==> config.mk <==
export PLATFORM = sky130hd
export DESIGN_NAME = mbx_seq
export DESIGN_NICKNAME = d
export VERILOG_FILES = /design/src/rtl/mbx_pkg.sv /design/src/rtl/mbx_plan.sv /design/src/rtl/mbx_lane.sv /design/src/rtl/mbx_gather.sv /design/src/rtl/mbx_seq.sv
export SDC_FILE = /design/constraint.sdc
export NUM_CORES = 1
export LEC_CHECK = 0
export ABC_AREA = 1
export ABC_CLOCK_PERIOD_IN_PS = 3500
export CORE_AREA = 2 2 192 194
export CTS_CLUSTER_DIAMETER = 150
export CTS_CLUSTER_SIZE = 16
export DETAILED_ROUTE_END_ITERATION = 8
export DIE_AREA = 0 0 194 196
export PLACE_DENSITY_LB_ADDON = 0.15
export SYNTH_ARGS = -nofsm -noshare
export SYNTH_HDL_FRONTEND = slang
export SYNTH_SLANG_ARGS = --single-unit
==> constraint.sdc <==
create_clock -name clk -period 3.5 [get_ports clk]
set_clock_uncertainty 0.1 [all_clocks]
set_input_delay 0.7 -clock clk [delete_from_list [all_inputs] [get_ports clk]]
set_output_delay 0.7 -clock clk [all_outputs]
set_load 0.05 [all_outputs]
==> src/rtl/mbx_pkg.sv <==
package mbx_pkg;

  typedef enum logic [2:0] {
    S_IDLE = 3'd0,
    S_ARB  = 3'd1,
    S_CMD  = 3'd2,
    S_GAP  = 3'd3,
    S_FIN  = 3'd4
  } seq_st_t;

  // a double-byte cycle is allowed only for aligned memory traffic in wide mode
  function automatic logic pair_ok(logic wide, logic io, logic start_odd,
                                   int unsigned left);
    return wide && !io && !start_odd && (left >= 2);
  endfunction

  // byte count covered by one bus cycle
  function automatic int unsigned cycle_bytes(logic pair);
    return pair ? 2 : 1;
  endfunction

endpackage

==> src/rtl/mbx_plan.sv <==
module mbx_plan #(
  parameter int ADDR_W = 20,
  parameter int CNT_W  = 4
) (
  input  logic [ADDR_W-1:0] base_addr,
  input  logic [CNT_W-1:0]  len,
  input  logic [CNT_W-1:0]  idx,
  input  logic              wide,
  input  logic              io,
  output logic [ADDR_W-1:0] cyc_addr,
  output logic              pair,
  output logic [CNT_W-1:0]  step,
  output logic              is_last
);
  import mbx_pkg::*;

  logic [CNT_W-1:0]  remain;
  logic [ADDR_W-1:0] raw_addr;

  always_comb begin
    remain   = len - idx;
    raw_addr = base_addr + ADDR_W'(idx);
    pair     = pair_ok(wide, io, base_addr[0], int'(remain));
    step     = CNT_W'(cycle_bytes(pair));
    is_last  = (remain == step);
    if (io) cyc_addr = {raw_addr[ADDR_W-1:1], 1'b0};
    else    cyc_addr = raw_addr;
  end
endmodule

==> src/rtl/mbx_lane.sv <==
module mbx_lane #(
  parameter int MAX_BYTES = 10,
  parameter int CNT_W     = 4
) (
  input  logic [8*MAX_BYTES-1:0] wbuf,
  input  logic [CNT_W-1:0]       idx,
  input  logic                   pair,
  output logic [15:0]            wdata,
  output logic                   hi_en_n
);
  logic [7:0] bytes_a [MAX_BYTES];

  for (genvar g = 0; g < MAX_BYTES; g++) begin : g_split
    assign bytes_a[g] = wbuf[8*g +: 8];
  end

  logic [CNT_W-1:0] nxt;
  logic [7:0]       lo_b, hi_b;

  always_comb begin
    nxt  = idx + CNT_W'(1);
    lo_b = 8'h00;
    hi_b = 8'h00;
    for (int k = 0; k < MAX_BYTES; k++) begin
      if (idx == CNT_W'(k)) lo_b = bytes_a[k];
      if (nxt == CNT_W'(k)) hi_b = bytes_a[k];
    end
    wdata   = pair ? {hi_b, lo_b} : {8'h00, lo_b};
    hi_en_n = ~pair;
  end
endmodule

==> src/rtl/mbx_gather.sv <==
module mbx_gather #(
  parameter int MAX_BYTES = 10,
  parameter int CNT_W     = 4
) (
  input  logic                   clk,
  input  logic                   rst_n,
  input  logic                   clear,
  input  logic                   cap,
  input  logic [CNT_W-1:0]       idx,
  input  logic                   pair,
  input  logic [15:0]            rdata,
  output logic [8*MAX_BYTES-1:0] rbuf
);
  logic [CNT_W-1:0] nxt;
  assign nxt = idx + CNT_W'(1);

  for (genvar g = 0; g < MAX_BYTES; g++) begin : g_byte
    logic [7:0] b_q;
    always_ff @(posedge clk or negedge rst_n) begin
      if (!rst_n)                                b_q <= 8'h00;
      else if (clear)                            b_q <= 8'h00;
      else if (cap && idx == CNT_W'(g))          b_q <= rdata[7:0];
      else if (cap && pair && nxt == CNT_W'(g))  b_q <= rdata[15:8];
    end
    assign rbuf[8*g +: 8] = b_q;
  end
endmodule

==> src/rtl/mbx_seq.sv <==
module mbx_seq #(
  parameter int ADDR_W    = 20,
  parameter int MAX_BYTES = 10,
  localparam int CNT_W    = $clog2(MAX_BYTES + 1)
) (
  input  logic                   clk,
  input  logic                   rst_n,
  input  logic                   req_valid,
  input  logic                   req_write,
  input  logic                   req_io,
  input  logic [ADDR_W-1:0]      req_addr,
  input  logic [CNT_W-1:0]       req_len,
  input  logic                   wide_mode,
  input  logic [8*MAX_BYTES-1:0] req_wbytes,
  output logic                   busy,
  output logic                   done,
  output logic [8*MAX_BYTES-1:0] rd_bytes,
  output logic                   bus_req,
  input  logic                   bus_gnt,
  output logic [ADDR_W-1:0]      bus_addr,
  output logic                   bus_hi_en_n,
  output logic [15:0]            bus_wdata,
  input  logic [15:0]            bus_rdata,
  input  logic                   bus_xack,
  output logic                   mem_rd,
  output logic                   mem_wr,
  output logic                   io_rd,
  output logic                   io_wr
);
  import mbx_pkg::*;

  seq_st_t                st;
  logic [ADDR_W-1:0]      base_q;
  logic [CNT_W-1:0]       len_q, idx_q;
  logic                   wr_q, io_q, wide_q;
  logic [8*MAX_BYTES-1:0] wbuf_q;

  // named events used by the checker
  logic accept, strobe, cyc_end, last_end;
  logic pair, is_last;
  logic [CNT_W-1:0] step;

  assign accept = (st == S_IDLE) && req_valid && (req_len != '0) &&
                  (req_len <= CNT_W'(MAX_BYTES));
  assign strobe   = (st == S_CMD);
  assign cyc_end  = strobe && bus_xack;
  assign last_end = cyc_end && is_last;

  mbx_plan #(.ADDR_W(ADDR_W), .CNT_W(CNT_W)) u_plan (
    .base_addr (base_q),
    .len       (len_q),
    .idx       (idx_q),
    .wide      (wide_q),
    .io        (io_q),
    .cyc_addr  (bus_addr),
    .pair      (pair),
    .step      (step),
    .is_last   (is_last)
  );

  mbx_lane #(.MAX_BYTES(MAX_BYTES), .CNT_W(CNT_W)) u_lane (
    .wbuf    (wbuf_q),
    .idx     (idx_q),
    .pair    (pair),
    .wdata   (bus_wdata),
    .hi_en_n (bus_hi_en_n)
  );

  mbx_gather #(.MAX_BYTES(MAX_BYTES), .CNT_W(CNT_W)) u_gather (
    .clk   (clk),
    .rst_n (rst_n),
    .clear (accept),
    .cap   (cyc_end && !wr_q),
    .idx   (idx_q),
    .pair  (pair),
    .rdata (bus_rdata),
    .rbuf  (rd_bytes)
  );

  always_ff @(posedge clk or negedge rst_n) begin
    if (!rst_n) begin
      st     <= S_IDLE;
      base_q <= '0;
      len_q  <= '0;
      idx_q  <= '0;
      wr_q   <= 1'b0;
      io_q   <= 1'b0;
      wide_q <= 1'b0;
      wbuf_q <= '0;
    end else begin
      case (st)
        S_IDLE: if (accept) begin
          base_q <= req_addr;
          len_q  <= req_len;
          idx_q  <= '0;
          wr_q   <= req_write;
          io_q   <= req_io;
          wide_q <= wide_mode;
          wbuf_q <= req_wbytes;
          st     <= S_ARB;
        end
        S_ARB: if (bus_gnt) st <= S_CMD;
        S_CMD: if (cyc_end) begin
          idx_q <= idx_q + step;
          st    <= is_last ? S_FIN : S_GAP;
        end
        S_GAP:   st <= S_CMD;
        S_FIN:   st <= S_IDLE;
        default: st <= S_IDLE;
      endcase
    end
  end

  assign bus_req = (st == S_ARB) || (st == S_CMD) || (st == S_GAP);
  assign busy    = (st != S_IDLE);
  assign done    = (st == S_FIN);
  assign mem_rd  = strobe && !io_q && !wr_q;
  assign mem_wr  = strobe && !io_q &&  wr_q;
  assign io_rd   = strobe &&  io_q && !wr_q;
  assign io_wr   = strobe &&  io_q &&  wr_q;
endmodule

; After elaboration in Yosys (flattened, before gate mapping)
; Cells that the tools add are included.
[word_totals]
reg_bits = 194
out_inout_bits = 124
input_bits = 128
word_cells = 171
[classes]
n_reduce_logical = 59
n_lt_le_gt_ge = 2
n_mux = 61
add_sub_neg = 4
eq_ne = 26
bitwise_logic = 1
[op_table]
columns = cell, count
row1 = two-way mux 8 bit, 50
row2 = logical AND 1 bit, 35
row3 = nonzero test 3 bit, 11
row4 = "== test 4 x 3 -> 1 bit, second input constant", 8
row5 = adder 20 x 4 -> 20 bit, 1
row6 = "== test 4 x 2 -> 1 bit, second input constant", 4
row7 = "== test 4 bit, second input constant", 4
row8 = two-way mux 16 bit, 1
row9 = two-way mux 3 bit, 4
row10 = one-hot mux 3 bit (4 select lines), 1
row11 = "== test 4 x 1 -> 1 bit, second input constant", 2
row12 = logical NOT 4 bit, 2
row13 = two-way mux 4 bit, 2
row14 = one-hot mux 4 bit (2 select lines), 1
row15 = "== test 3 x 2 -> 1 bit, second input constant", 2
row16 = AND reduction 3 bit, 2
row17 = "adder 4 x 1 -> 4 bit, second input constant", 1
row18 = adder 4 bit, 1
row19 = == test 4 bit, 1
row20 = ">= comparator 4 x 2 -> 1 bit, second input constant", 1
row21 = "less-or-equal comparator 4 bit, second input constant", 1
row22 = "inequality test 2 bit, second input constant", 2
row23 = nonzero test 4 bit, 1
row24 = subtractor 4 bit, 1
row25 = 11 further kinds, 14

; Depth between registers and ports, before layout
[depth]
word_depth = 13
ltp_mapped = 16
ltp_nobuf = 15

; Hierarchy
; From an unflattened synthesis, not the netlist that was laid out.
[hier_totals]
cells_unflattened = 1621
area_unflattened_um2 = 11352.1
[by_module_without_submodules]
columns = module, area_each_um2, n_inst, cells_per_inst, seq_area_each_um2
row1 = mbx_seq, 4575.6, 1, 533, 2852.7
row2 = mbx_gather, 4443.0, 1, 593, 2001.9
row3 = mbx_lane, 1453.9, 1, 330, 0.0
row4 = mbx_plan, 879.6, 1, 165, 0.0

; Worst setup path before layout
; Ideal clock, no wire load.
[synth_path]
kind = flip-flop to output port
from = register idx_q[1]
to = output bus_wdata[12]
path_stages_with_launch = 8
required_time_ps = 2700
setup_slack_ps = -74
path_buffers = 1
arrival_time_ps = 2774
path_cell_list = dfrtp_1 -> inv_1 -> fa_1 -> inv_1 -> nand4_1 -> buf_4 -> nand2_2 -> a21oi_1
[synth_between]
elab_chain_len = 13
word_cells_on_any_way = 25
cone_classes = add/sub (2) / order compare (1) / eq/ne (9) / mux (11) / reduce/logical (2)
[synth_rtl]
columns = item, line
row1 = start: declaration, mbx_seq.sv:34  ; logic [CNT_W-1:0] len_q, idx_q;
row2 = start signal: assignment, mbx_seq.sv:104  ; idx_q <= idx_q + step;
row3 = adder 4 x 1 -> 4 bit, mbx_lane.sv:21  ; nxt = idx + CNT_W'(1);
row4 = logical NOT 4 bit, mbx_lane.sv:26  ; if (nxt == CNT_W'(k)) hi_b = bytes_a[k];
row5 = two-way mux 8 bit (10 in series), mbx_lane.sv:26
row6 = two-way mux 16 bit *, mbx_lane.sv:28  ; wdata = pair ? {hi_b, lo_b} : {8'h00, lo_b};
row7 = end: declaration, mbx_seq.sv:22  ; output logic [15:0] bus_wdata,
; Every way passes the cells marked *; elsewhere a longest branch is shown, timed or not.

; Worst setup path in the final report
[layout_path]
from = register idx_q[0]
to = output bus_wdata[1]
[layout_between]
elab_chain_len = 12
word_cells_on_any_way = 21
cone_classes = eq/ne (9) / mux (11) / reduce/logical (1)
[layout_rtl]
columns = item, line
row1 = logical NOT 4 bit, mbx_lane.sv:25  ; if (idx == CNT_W'(k)) lo_b = bytes_a[k];
row2 = two-way mux 8 bit (9 in series), mbx_lane.sv:25
row3 = two-way mux 8 bit *, mbx_lane.sv:25
row4 = two-way mux 16 bit *, mbx_lane.sv:28
; Marks and branches as above.

==> metrics.cfg <==
[grt]
grt_first_pass_wirelength_mm = 58.99
track_usage_pct = 19.91
grt_max_degree = 125
grt_antenna_before_repair = 1
overflow = 0
grt_pass1_vias = 10227

[route]
drc_errors = 0
postRouteAntennaNets = 0
drt_iter0_markers = 833
vias = 10502
wl_per_cell_um = 17.69
wl_mm = 38.41
via_per_inst = 4.837
dr.pass1.iters = 5

[critical_path]
cp.arrival_ps = 2620
crit_cells = 13
cpPeakStageDelay_ps = 460
cpLargestDelayFamily = simple AND/OR/NAND/NOR gates
reg2regPathDepth = 12
startpoint = idx_q[0]$_DFFE_PN0P_
r2r-start = idx_q[1]$_DFFE_PN0P_
cp_num_buf_inv = 5
cp-start-kind = flop
path_cells = buf_4, inv_1, nor2_2, nand2_4, buf_12, clkinvlp_4, nand2_1, nand2_1, a21oi_1, nand4_1, nor2_1, nand4_1, buf_12
slowest_stage = dfrtp_2
cp_max_fo = 5
crit_type = flop to primary output
end_kind = primary output
cp.required_ps = 2700

[floorplan]
ios = 252
core_area_mm2 = 0.03608
rows = 70
die_w_um = 194
die_area_mm2 = 0.03802
initial_core_util_pct = 29.62
die_h_um = 196

[timing]
grt_setup_unrepaired = true
post-route-period-util_pct = 97.79
setup_viol_count_final = 0
holdWs_ps = 181.0
drv_slew = 0
worstMarginPinSlew_ps = 768.9
slew_headroom_pct = 48.74
finalCriticalPeriod_ps = 3423
fmax_mhz = 292.2
final_hold_viol_count = 0

[cts]
clockBufferDepth = 2
clock-sinks = 194
cts_root_buf = clkbuf_16
cts_tree = built
clk_pin_slew_ps = 70
cts_buffers = 17
clk_latency_ps = 450
htreeDepth = 4
holdBufCountCts = 0

[logic_synthesis]
ys_async_sr_fraction_pct = 100.0
ys_ff_latch = 194
netlist_instances = 1432
synth.lib_cells_used.distinct = 33
avgSynthCellArea_um2 = 7.464
synthFlopType = dfrtp_1
synth_nets = 1572
synth-edff-count = 0
syn-cell-area_mm2 = 0.01069
ys_seq_area_share_pct = 45.42
ys_warn_count = 0

[pwr]
swShare_pct = 50.47
p_per_area_mw_per_mm2 = 995.5
power.switching_uw = 7432
p_total_uw = 14720
comb_power_share_pct = 58.8
internal_power_uw = 7292
seqPwrFrac_pct = 27.8
vdd_drop_max_mv = 0.6526
p_leak_uw = 0.007035
clkPwrFrac_pct = 13.4

[cells_and_area]
nFillCells = 3748
final_common_cell = nand2_1
drive_above_1_share_pct = 11.28
area_growth_pct = 38.37
multi_input_area_mm2 = 0.005445
mostFrequentLayoutCells = nand2_1, clkdlybuf4s50_1, dfrtp_1
seqCellArea_mm2 = 0.004860
fin_nets = 1829

[placed_design]
io_buffer_count = 251
gp_congestion = 0.8233
dp_hpwl_mm = 27.69

[run]
maxCapViolations = 0

[min_path]
hold_class = input port to async pin

[run_status]
status = completed

-- power groups by stage --
| stage | Sequential [uW] | Clock [uW] | Combinational [uW] |
|---|---|---|---|
| after floorplan | 5280 | 0 | 4010 |
| after global placement | 4110 | 0 | 8260 |
| after detailed placement | 4120 | 0 | 8330 |
| after CTS | 4080 | 2020 | 8410 |
| after global routing | 4230 | 2090 | 9310 |
| final | 4090 | 1970 | 8660 |
-- cells in the mapped netlist (12+ instances only) --
cell / number / share of area [%]
a211oi_1: 34 / 2.4
nand4_1: 31 / 1.8
inv_2: 12 / 0.42
dfrtp_1: 194 / 45
o21ai_0: 33 / 1.5
nor2_1: 94 / 3.3
inv_1: 59 / 2.1
nand2_1: 645 / 23
xor2_1: 13 / 1.1
a21oi_1: 25 / 1.2
buf_2: 41 / 1.9
nand3_1: 100 / 4.7
o22ai_1: 48 / 2.8
-- state kept, by name, summed over array words and instances, names as in the netlist, 3 cells and up --
| name | cells |
|---|---|
| base_q | 20 |
| st | 3 |
| wbuf_q | 80 |
| u_gather.g_byte.b_q | 80 |
| len_q | 4 |
| idx_q | 4 |
-- path summary, 6_finish.rpt --
check / to / slack [ps]
min reg2reg: wbuf_q[70]$_DFFE_PN0P_ / 410
max reg2reg: idx_q[2]$_DFFE_PN0P_ / 500
min in group clk: wbuf_q[70]$_DFFE_PN0P_ / 410
max in group asynchronous: wbuf_q[58]$_DFFE_PN0P_ / 2230
max: bus_wdata[1] / 80
min: wr_q$_DFFE_PN0P_ / 180
-- logic make-up after synthesis --
| logic type | synth area share, % |
|---|---|
| AOI/OAI and AO/OA | 8.100 |
| xor gates and xnor gates | 1.639 |
| adders and majority gates | 1.615 |
| buffers and inverters | 5.478 |
| DFF | 45.42 |
| and+or+nand+nor | 37.75 |
-- through the flow --
step	instance area [um2]	setup TNS, ps	util [%]	setup WS, ps	cells
finish	14790	0	40.99	77.24	2171
global route	14790	-63.17	40.99	-16.28	2171
CTS	14490	-55.37	40.16	-19.63	2156
detailed placement	13850	0	38.38	250.1	2119
floorplan	10690	-221.8	-	-73.93	1432
global placement	13850	0	38.38	314.7	2119
-- cell type report --
cell class                 count  share of cell area, %
tap                          468                  3.959
timing repair buffer         290                  20.33
antenna                        1                0.01692
sequential                   194                  32.86
timing repair inverter         1                0.05076
multi-input combinational   1104                  36.82
clock buffer                  18                  2.969
clock inverter                14                 0.8798
inverter                      81                  2.123
-- layer usage --
| metal | track usage (%) | up-vias | part of all wire (%) |
|---|---|---|---|
| met2 | 32.82 | 321 | 47 |
| met3 | 3.507 | 53 | 5.2 |
| li1 | - | 5191 | - |
| met5 | 0 | - | 0 |
| met4 | 6.510 | 0 | 2.1 |
| met1 | 26.54 | 4937 | 45 |
-- worst register-to-register path: cells and delay by family, from the launching register on --
| family | cells | cell delay [ps] |
|---|---|---|
| AOI/OAI and AO/OA | 1 | 80 |
| xor gates and xnor gates | 1 | 170 |
| adders and majority gates | 3 | 1240 |
| buffers and inverters | 4 | 560 |
| DFF | 1 | 410 |
| and+or+nand+nor | 3 | 320 |
-- repair_timing --
item                                    4_1_cts  5_1_grt
pin swaps                                     0        7
endpoints found under the setup margin       18       23
setup buffers                                 5       12
hold endpoints to repair                      0        0
gates resized for setup                      12       43
gates cloned                                  0        2
Power figures use the tool's default switching activity.
